`src/rtl/bc_timer_pkg.sv`:
```
package bc_timer_pkg;

  typedef enum logic [1:0] {
    HOST_FRAME_TIME = 2'd0,
    HOST_GAP_TIME   = 2'd1,
    HOST_START      = 2'd2,
    HOST_STOP       = 2'd3
  } host_sel_e;

  localparam int US_PER_FRAME_LSB = 100;

endpackage

```
`src/rtl/bc_tick_div.sv`:
```
module bc_tick_div #(
  parameter int CW = 4
) (
  input  logic          clk,
  input  logic          rst_n,
  input  logic          clr,
  input  logic          en,
  input  logic [CW-1:0] term,
  output logic          tick
);

  logic [CW-1:0] cnt_q;
  logic [CW-1:0] cnt_n;

  assign tick = en && !clr && (cnt_q >= term);

  always_comb begin
    cnt_n = cnt_q;
    if (clr) begin
      cnt_n = '0;
    end else if (en) begin
      cnt_n = tick ? '0 : cnt_q + 1'b1;
    end
  end

  always_ff @(posedge clk or negedge rst_n) begin
    if (!rst_n) begin
      cnt_q <= '0;
    end else begin
      cnt_q <= cnt_n;
    end
  end

endmodule

```
`src/rtl/bc_frame_ctl.sv`:
```
module bc_frame_ctl #(
  parameter int FW  = 16,
  parameter int PW  = 4,
  parameter int SUB = 100
) (
  input  logic          clk,
  input  logic          rst_n,
  input  logic          ld_time,
  input  logic [FW-1:0] time_in,
  input  logic          start,
  input  logic          repeat_req,
  input  logic          stop,
  input  logic [PW-1:0] us_term,
  output logic          running,
  output logic [FW-1:0] frame_left,
  output logic          start_frame,
  output logic          eof
);

  localparam int SW = $clog2(SUB);

  logic [FW-1:0] time_q, time_n;
  logic [FW-1:0] left_q, left_n;
  logic          auto_q, auto_n;
  logic          run_q, run_n;
  logic          sf_q, sf_n;
  logic          eof_q, eof_n;
  logic          us_tick;
  logic          frame_tick;

  bc_tick_div #(.CW(PW)) u_us_div (
    .clk   (clk),
    .rst_n (rst_n),
    .clr   (start),
    .en    (run_q),
    .term  (us_term),
    .tick  (us_tick)
  );

  bc_tick_div #(.CW(SW)) u_sub_div (
    .clk   (clk),
    .rst_n (rst_n),
    .clr   (start),
    .en    (us_tick),
    .term  (SW'(SUB - 1)),
    .tick  (frame_tick)
  );

  always_comb begin
    time_n = ld_time ? time_in : time_q;
    left_n = left_q;
    auto_n = auto_q;
    run_n  = run_q;
    sf_n   = 1'b0;
    eof_n  = 1'b0;
    if (start) begin
      run_n  = 1'b1;
      left_n = time_q;
      auto_n = repeat_req && (time_q != '0);
      sf_n   = 1'b1;
    end else if (stop) begin
      run_n  = 1'b0;
    end else if (run_q && frame_tick && (left_q != '0)) begin
      if (left_q == FW'(1)) begin
        eof_n = 1'b1;
        if (auto_q && (time_q != '0)) begin
          left_n = time_q;
          sf_n   = 1'b1;
        end else begin
          left_n = '0;
          run_n  = 1'b0;
          auto_n = 1'b0;
        end
      end else begin
        left_n = left_q - 1'b1;
      end
    end
  end

  always_ff @(posedge clk or negedge rst_n) begin
    if (!rst_n) begin
      time_q <= '0;
      left_q <= '0;
      auto_q <= 1'b0;
      run_q  <= 1'b0;
      sf_q   <= 1'b0;
      eof_q  <= 1'b0;
    end else begin
      time_q <= time_n;
      left_q <= left_n;
      auto_q <= auto_n;
      run_q  <= run_n;
      sf_q   <= sf_n;
      eof_q  <= eof_n;
    end
  end

  assign running     = run_q;
  assign frame_left  = left_q;
  assign start_frame = sf_q;
  assign eof         = eof_q;

  AST_EOF_ONCE_HALTS: assert property (@(posedge clk) disable iff (!rst_n)
    eof_q && !sf_q |-> (left_q == '0) && !run_q);

  AST_REPEAT_RELOADS: assert property (@(posedge clk) disable iff (!rst_n)
    eof_q && sf_q |-> (left_q != '0) && run_q);

  AST_FRAME_STEP: assert property (@(posedge clk) disable iff (!rst_n)
    run_q && frame_tick && (left_q > FW'(1)) && !start && !stop
      |=> left_q == $past(left_q) - 1'b1);

  AST_FRAME_HOLD_STOPPED: assert property (@(posedge clk) disable iff (!rst_n)
    !run_q && !start |=> $stable(left_q));

endmodule

```
`src/rtl/bc_gap_ctl.sv`:
```
module bc_gap_ctl #(
  parameter int GW = 16,
  parameter int PW = 4
) (
  input  logic          clk,
  input  logic          rst_n,
  input  logic          ld_gap,
  input  logic [GW-1:0] gap_in,
  input  logic          msg_done,
  input  logic          running,
  input  logic [PW-1:0] us_term,
  output logic [GW-1:0] gap_left,
  output logic          start_msg
);

  logic [GW-1:0] gap_q, gap_n;
  logic [GW-1:0] left_q, left_n;
  logic          sm_q, sm_n;
  logic          accept;
  logic          us_tick;

  assign accept = msg_done && running;

  bc_tick_div #(.CW(PW)) u_gap_div (
    .clk   (clk),
    .rst_n (rst_n),
    .clr   (accept),
    .en    (running),
    .term  (us_term),
    .tick  (us_tick)
  );

  always_comb begin
    gap_n  = ld_gap ? gap_in : gap_q;
    left_n = left_q;
    sm_n   = 1'b0;
    if (accept) begin
      left_n = gap_q;
      sm_n   = (gap_q == '0);
    end else if (running && us_tick && (left_q != '0)) begin
      left_n = left_q - 1'b1;
      sm_n   = (left_q == GW'(1));
    end
  end

  always_ff @(posedge clk or negedge rst_n) begin
    if (!rst_n) begin
      gap_q  <= '0;
      left_q <= '0;
      sm_q   <= 1'b0;
    end else begin
      gap_q  <= gap_n;
      left_q <= left_n;
      sm_q   <= sm_n;
    end
  end

  assign gap_left  = left_q;
  assign start_msg = sm_q;

  AST_LAUNCH_AT_ZERO: assert property (@(posedge clk) disable iff (!rst_n)
    sm_q |-> (left_q == '0));

  AST_GAP_IGNORED_IDLE: assert property (@(posedge clk) disable iff (!rst_n)
    !running |=> $stable(left_q) && !sm_q);

endmodule

```
`src/rtl/bc_frame_timer.sv`:
```
module bc_frame_timer #(
  parameter int FRAME_W  = 16,
  parameter int GAP_W    = 16,
  parameter int DIV_SLOW = 12,
  parameter int DIV_FAST = 16,
  parameter int IRQ_W    = 16,
  parameter int EOF_BIT  = 3
) (
  input  logic               clk,
  input  logic               rst_n,
  input  logic               clk_sel_fast,
  input  logic               wr_en,
  input  logic [1:0]         wr_sel,
  input  logic [15:0]        wr_data,
  input  logic               msg_done,
  output logic               running,
  output logic [FRAME_W-1:0] frame_left,
  output logic [GAP_W-1:0]   gap_left,
  output logic               start_frame,
  output logic               start_msg,
  output logic [IRQ_W-1:0]   irq_vec
);

  import bc_timer_pkg::*;

  localparam int DIV_MAX = (DIV_FAST > DIV_SLOW) ? DIV_FAST : DIV_SLOW;
  localparam int PW      = $clog2(DIV_MAX);

  host_sel_e     sel;
  logic          wr_frame, wr_gap, wr_start, wr_stop;
  logic [PW-1:0] us_term;
  logic          eof;

  assign sel      = host_sel_e'(wr_sel);
  assign wr_frame = wr_en && (sel == HOST_FRAME_TIME);
  assign wr_gap   = wr_en && (sel == HOST_GAP_TIME);
  assign wr_start = wr_en && (sel == HOST_START);
  assign wr_stop  = wr_en && (sel == HOST_STOP);
  assign us_term  = clk_sel_fast ? PW'(DIV_FAST - 1) : PW'(DIV_SLOW - 1);

  bc_frame_ctl #(
    .FW  (FRAME_W),
    .PW  (PW),
    .SUB (US_PER_FRAME_LSB)
  ) u_frame (
    .clk         (clk),
    .rst_n       (rst_n),
    .ld_time     (wr_frame),
    .time_in     (FRAME_W'(wr_data)),
    .start       (wr_start),
    .repeat_req  (wr_data[0]),
    .stop        (wr_stop),
    .us_term     (us_term),
    .running     (running),
    .frame_left  (frame_left),
    .start_frame (start_frame),
    .eof         (eof)
  );

  bc_gap_ctl #(
    .GW (GAP_W),
    .PW (PW)
  ) u_gap (
    .clk       (clk),
    .rst_n     (rst_n),
    .ld_gap    (wr_gap),
    .gap_in    (GAP_W'(wr_data)),
    .msg_done  (msg_done),
    .running   (running),
    .us_term   (us_term),
    .gap_left  (gap_left),
    .start_msg (start_msg)
  );

  always_comb begin
    irq_vec          = '0;
    irq_vec[EOF_BIT] = eof;
  end

  AST_IRQ_SINGLE_SOURCE: assert property (@(posedge clk) disable iff (!rst_n)
    $onehot0(irq_vec) && (irq_vec[EOF_BIT] || (irq_vec == '0)));

  AST_STOP_QUIET: assert property (@(posedge clk) disable iff (!rst_n)
    wr_stop |=> !running && !start_frame && !start_msg);

endmodule

```
`config.mk`:
```
export PLATFORM = sky130hd
export DESIGN_NAME = bc_frame_timer
export DESIGN_NICKNAME = d
export VERILOG_FILES = /design/src/rtl/bc_timer_pkg.sv /design/src/rtl/bc_tick_div.sv /design/src/rtl/bc_frame_ctl.sv /design/src/rtl/bc_gap_ctl.sv /design/src/rtl/bc_frame_timer.sv
export SDC_FILE = /design/constraint.sdc
export NUM_CORES = 1
export LEC_CHECK = 0
export BUFFER_PORTS_ARGS = -buffer_cell sky130_fd_sc_hd__buf_2
export CAP_MARGIN = 20
export CORE_UTILIZATION = 35
export DETAILED_ROUTE_END_ITERATION = 10
export REMOVE_ABC_BUFFERS = 1
export SLEW_MARGIN = 25
export SYNTH_ARGS = -nofsm -noshare
export SYNTH_HDL_FRONTEND = slang
export SYNTH_SLANG_ARGS = --single-unit
export TNS_END_PERCENT = 1
```
`constraint.sdc`:
```
create_clock -name clk -period 2.4 [get_ports clk]
set_input_delay 0.36 -clock clk [delete_from_list [all_inputs] [get_ports clk]]
set_output_delay 0.36 -clock clk [all_outputs]
set_load 0.02 [all_outputs]
```
==> results by group, run 1 <==
Run status
  • Status: complete, no violations

Placement
  • Placed instance area: approximately 5300 um^2
  • IO Port Bufs: 58
  • Dpl hpwl: between 8000 and 9000 um
  • Pre-CTS setup slack: approximately 0.11 ns
  • Routability cong.: 0.885
  • Dpl cells: around 700

Global route
  • Vias in the first global route: 3837
  • Largest net degree at the start of global routing: 66
  • First-pass GRT wire length: between 15000 and 20000 um
  • GRT Util Overall: about 18%
  • Overflow after GRT: 0
  • Initial antenna violation count: 0

Worst setup path
  • Setup crit start kind: flip-flop
  • Crit Path Max Fanout: 19
  • CP max stage cell: or3b_2
  • Critical Setup Path Class: reg -> reg
  • RR Startpoint: u_frame.frame_left[1]
  • Crit path buf inv count: 1
  • Family with the most delay on the worst path: simple AND/OR/NAND/NOR gates
  • Max incr delay on CP: approximately 0.52 ns
  • CP cell instances: inv_1 > ha_1 > or3b_2 > nor4_4 > a21oi_4 > a221oi_1 > o22ai_1
  • Crit end category: flip-flop
  • Worst Setup SP: u_frame.frame_left[1]
  • WP data required: 2.61 ns
  • Worst EP arrival: 2.50 ns

STA
  • Number of setup violations in the final report: 0
  • Slew @ Worst Pin: 0.684 ns
  • Period minus WS final: 2.29 ns
  • Relative slew slack: approximately 54%
  • Unrepaired setup endpoints after global routing: yes
  • F_max: around 440 MHz
  • Slew Limit Fails: 0
  • Setup tns final: 0 ns
  • Final-report hold violation count: 0
  • Final period util: 95.4%
  • Clock Skews: roughly 0.0051 ns
  • Setup WS post-layout: roughly 0.11 ns
  • Final Hold Slack: about 0.28 ns

Drt
  • Vias per cell: 5.60
  • Drt wl/cell: 17.2 um
  • Initial DRC count: 337
  • Routed wire length: 12100 um
  • Antenna Violating Nets Remaining: 0
  • Drt pass-1 iters: 7
  • DR vias: 3962
  • # DRC: 0

CTS
  • H-tree level count: 3
  • Clock Latency Late Sink: 0.33 ns
  • Clk buf depth: 2
  • CTS Root Cell: clkbuf_16
  • Clk sinks: 84
  • TritonCTS Buffers: 9
  • CTS tree: done
  • Worst-path clk slew: ~0.06 ns

Floorplan
  • IO Pins: 74
  • Chip Height: 118 um
  • Initial Utilization: 36.5%
  • Die W: 118 um
  • Full die area: 13800 um^2
  • Row count: a little over 40
  • CORE AREA: 12800 um^2

Final layout
  • Core Util, Final: a little over two fifths
  • Antenna cells: 0
  • Final cell count without fillers: 707
  • Final net count: 563
  • Layout area overhead: 19.9%
  • FILL cells: 1249
  • Share of cells above drive strength 1: 27.9%
  • Fin area: 5620 um^2

Pwr
  • Max rail drop VDD: 0.312 mV
  • Pwr dens: 948 nW/um^2
  • Lkg Pwr: approximately 2.4 nW
  • Tot Pwr: 5.33 mW

Min path
  • Hold_sp: wr_data[10]
  • Min-delay worst type: in -> reg

Synth
  • Synth area leader: dfrtp_1
  • Most used DFF post-synth: dfrtp_1
  • Synth top area cells: dfrtp_1 (45%), mux2_2 (7.7%), buf_4 (2.7%)
  • Post-synthesis sequential area ratio: 44.9%
  • Syn avg cell area: around 10 um^2
  • Mapped Cells: 451
  • Share of the synthesized area in the top cell type: 44.9%
  • Async set-or-reset flop fraction in the synthesized netlist: 100%
  • Post-Syn Area: 4680 um^2
  • Most frequent cells after synthesis: dfrtp_1 (84), mux2_2 (32), nand2_1 (32)
  • Post-synth EDFFs: 0
  • #FFs+latches synth: 84
  • Post-synth cell types: 64
  • Ys Warns: 0
  • Most common cell in the netlist: dfrtp_1

Flow run
  • Max-cap check violation count: 0
-- kinds of logic (layout without fill, tap and decap cells) --
| logic type | count (synthesis) | after routing | share of synthesized area (%) |
|---|---|---|---|
| mux | 37 | 37 | 8.76 |
| xor+xnor | 4 | 4 | 0.748 |
| flops | 84 | 84 | 44.9 |
| compound gates | 113 | 113 | 18.7 |
| simple gates | 151 | 151 | 18.6 |
| other cells | 1 | 15 | 0.0801 |
| fa+ha+maj | 10 | 10 | 2.67 |
| buf+inv | 51 | 121 | 5.61 |
-- layout by cell type, fill, tap and decap left out, drive strengths merged, types with 16 or more instances in the layout --
master | netlist | routed
inv | 21 | 23
nand2 | 33 | 33
nor2 | 25 | 25
nor4 | 18 | 18
o22ai | 16 | 16
mux2 | 32 | 32
dfrtp | 84 | 84
o21ai | 19 | 19
buf | 23 | 83
a22oi | 16 | 16
-- final timing paths --
check | depth (start not counted) | slack, ns | endpoint
max | 7 | 0.11 | u_frame.frame_left[0]
min | 2 | 0.28 | u_gap.gap_q[10]
max reg2reg | 7 | 0.11 | u_frame.frame_left[0]
min reg2reg | 1 | 0.51 | u_gap.u_gap_div.cnt_q[0]
max in group asynchronous | 3 | 1.31 | u_frame.u_sub_div.cnt_q[0]
min in group asynchronous | 2 | 0.45 | u_gap.gap_left[11]
-- worst reg2reg max path, stage by stage, from the launching register on --
cell      delay, ns
dfrtp_1        0.42
inv_1          0.13
ha_1           0.19
or3b_2         0.52
nor4_4         0.28
a21oi_4        0.21
a221oi_1       0.31
o22ai_1        0.11
-- sequential cells by signal (all words and copies together) (netlist names), 4 cells and up --
register,count
u_frame.u_sub_div.cnt_q,7
u_frame.time_q,16
u_gap.gap_q,16
u_gap.gap_left,16
u_frame.u_us_div.cnt_q,4
u_gap.u_gap_div.cnt_q,4
u_frame.frame_left,16
-- power breakdown --
| part | total (mW) | leakage, nW | internal [mW] | switching, mW |
|---|---|---|---|---|
| combinational | 1.59 | 1.20 | 0.654 | 0.940 |
| clock | 1.54 | 0.164 | 0.951 | 0.592 |
| sequential | 2.19 | 1.04 | 1.75 | 0.434 |
-- cell type report --
| type | count | area (um^2) | share of cell area (%) |
|---|---|---|---|
| Multi-Input combinational cell | 330 | 2380 | 42.4 |
| Tap cell | 172 | 215 | 3.83 |
| Inverter | 21 | 78.8 | 1.40 |
| Sequential cell | 84 | 2100 | 37.4 |
| Clock buffer | 10 | 239 | 4.25 |
| Timing Repair Buffer | 84 | 503 | 8.96 |
| Clock inverter | 6 | 95.1 | 1.69 |
-- layer usage --
metal  track usage, %  share of wire, %  vias up
li1                 -                 -     1850
met1             23.8                47     1979
met2             28.4                48      118
met3             2.08               3.6       15
met4             7.05               1.6        0
met5                0                 0        -
-- repair_timing --
item	in CTS	in global routing
hold endpoints to repair	19	0
hold buffers	1	0
setup buffers	0	1
resized for setup	0	1
setup endpoints to repair	0	7
Power figures use the tool's default switching activity.
==> inputs of run 2 (changes only) <==
==> constraint.sdc (replaced) <==
create_clock -name clk -period 2.1 [get_ports clk]
set_input_delay 0.315 -clock clk [delete_from_list [all_inputs] [get_ports clk]]
set_output_delay 0.315 -clock clk [all_outputs]
set_load 0.02 [all_outputs]
==> results by group, run 2 (same netlist as run 1, synthesis figures left out) <==
Run status
  • Status: complete, no violations

Pwr
  • Max rail drop VDD: 0.337 mV (+7.9%)
  • Lkg Pwr: 2.55 nW (+5.9%)
  • Pwr dens: 1040 nW/um^2 (+10%)
  • Tot Pwr: 6.11 mW (+15%)

Worst setup path
  • Crit end category: flip-flop
  • Setup crit start kind: flip-flop
  • Worst EP arrival: 2.27 ns (-0.23 ns)
  • Crit Path Max Fanout: 10 (-9)
  • Reg2Reg Depth: 5 (-2)
  • Critical Setup Path Class: reg -> reg
  • WP data required: 2.31 ns (-0.30 ns)

Placement
  • Placed instance area: 5480 um^2 (+4.3%)
  • IO Port Bufs: 58 (unchanged)
  • Dpl cells: 719 (+4.4%)
  • Dpl hpwl: 9170 um (+3.9%)
  • Routability cong.: 0.901 (+1.8%)
  • Pre-CTS setup slack: -0.0208 ns (-0.135 ns)

Final layout
  • Final net count: 593 (+5.3%)
  • Core Util, Final: 45.6% (+1.8 points)
  • Layout area overhead: 25.0%
  • Fin area: 5850 um^2 (+4.2%)
  • Share of cells above drive strength 1: 33.1% (+5.2 points)
  • FILL cells: 1240 (-0.72%)
  • Final cell count without fillers: 737 (+4.2%)
  • Commonest cells after routing, fill and taps aside: dfrtp_1 (83), buf_2 (57), buf_4 (54)
  • Antenna cells: 0 (unchanged)
  • Commonest non-fill, non-tap cell in the layout: dfrtp_1

Floorplan
  • IO Pins: 74 (unchanged)
  • CORE AREA: 12800 um^2 (unchanged)
  • Initial Utilization: 36.5% (unchanged)
  • Row count: 41 (unchanged)
  • Full die area: 13800 um^2 (unchanged)
  • Chip Height: 118 um (unchanged)
  • Die W: 118 um (unchanged)

CTS
  • Clock Latency Late Sink: 0.34 ns (about the same)
  • Clk buf depth: 2 (unchanged)
  • CTS tree: done
  • H-tree level count: 3 (unchanged)
  • CTS Root Cell: clkbuf_16
  • TritonCTS Buffers: 9 (unchanged)
  • Worst-path clk slew: 0.06 ns (about the same)
  • Clk sinks: 84 (unchanged)
  • Postcts setup bufs: 0 (unchanged)

Global route
  • Overflow after GRT: 0 (unchanged)
  • First-pass GRT wire length: 20400 um (+3.9%)
  • Vias in the first global route: 3959 (+3.2%)
  • GRT Util Overall: 18.3% (+0.76 points)
  • Largest net degree at the start of global routing: 66 (unchanged)
  • Initial antenna violation count: 0 (unchanged)

STA
  • Number of setup violations in the final report: 0 (unchanged)
  • Setup WS post-layout: 0.0421 ns (-0.0681 ns)
  • Clock Skews: 0.00784 ns (+0.00278 ns)
  • Slew @ Worst Pin: 0.614 ns (-0.0693 ns)
  • F_max: 486 MHz (+11%)
  • Unrepaired setup endpoints after global routing: yes
  • Period minus WS final: 2.06 ns (-0.232 ns)
  • Final period util: 98.0% (+2.6 points)
  • Final-report hold violation count: 0 (unchanged)
  • Relative slew slack: 59.0% (+4.6 points)
  • Slew Limit Fails: 0 (unchanged)

Drt
  • Drt pass-1 iters: 5 (-2)
  • Antenna Violating Nets Remaining: 0 (unchanged)
  • Vias per cell: 5.40 (-3.7%)
  • DR vias: 3978 (+0.40%)
  • Drt wl/cell: 16.7 um (-2.4%)
  • Routed wire length: 12300 um (+1.7%)
  • # DRC: 0 (unchanged)
  • Initial DRC count: 215 (-36%)

Min path
  • Hold path cells: 2 (unchanged)
  • Min-delay worst type: in -> reg

Flow run
  • Max-cap check violation count: 0 (unchanged)
## run 2: cell count changes in the layout (fill, tap and decap cells not counted), sizes merged
cell,change
a21oi,+1
clkinvlp,+2
inv,-1
bufinv,-1
buf,+29
## run 2: layer usage
layer	up-vias	part of all wire, %	track usage [%]
met4	0	1.5	6.73
met5	-	0	0
li1	1908	-	-
met1	1944	47	25.7
met2	108	48	28.8
met3	18	3.5	2.33
## run 2: final cells by class
cell class	instances	area, um^2	share of cell area (%)
repair buffers	113	721	12.3
multi-input cells	331	2440	41.7
clock buffers	10	229	3.91
well taps	172	215	3.68
flip-flops and latches	84	2100	35.9
inverters	21	78.8	1.35
clock inverters	6	63.8	1.09
## run 2: through the flow
stage | setup TNS (ns) | hold WS [ns]
after floorplan | -1.86 | 0.0194
after global placement | -0.00417 | 0.222
after detailed placement | -0.0208 | 0.229
after CTS | 0 | 0.222
after global routing | -0.155 | 0.234
final | 0 | 0.226
## run 2: power by group
part | switching [mW] | internal (mW) | total, mW
clock network | 0.652 | 0.921 | 1.57
logic | 1.18 | 0.903 | 2.08
registers | 0.446 | 2.01 | 2.45
total | 2.28 | 3.83 | 6.11
## run 2: worst paths after layout
kind	start	endpoint	slack [ns]
worst min-delay path	wr_data[9]	u_gap.gap_q[9]	0.23
min in group asynchronous	rst_n	u_gap.gap_left[6]	0.41
worst max-delay path	u_frame.frame_left[12]	u_frame.frame_left[0]	0.04
worst max register to register	u_frame.frame_left[12]	u_frame.frame_left[0]	0.04
max in group asynchronous	rst_n	u_frame.frame_left[6]	1.03
worst min register to register	u_gap.gap_q[5]	u_gap.gap_left[5]	0.52
## run 2: timing repair
action                                  CTS  global route
pin swaps                                 2             4
hold buffers                              1             0
endpoints found under the setup margin    3            27
cloned                                    1             0
resized for setup                         4            12
hold endpoints to repair                 19             0
## run 2: critical path, stage by stage, from the launching register on
cell and delay [ns]:
dfrtp_1 0.42, or4_4 0.58, nor4_4 0.37, a21oi_4 0.18, a221oi_2 0.26, o22ai_1 0.11
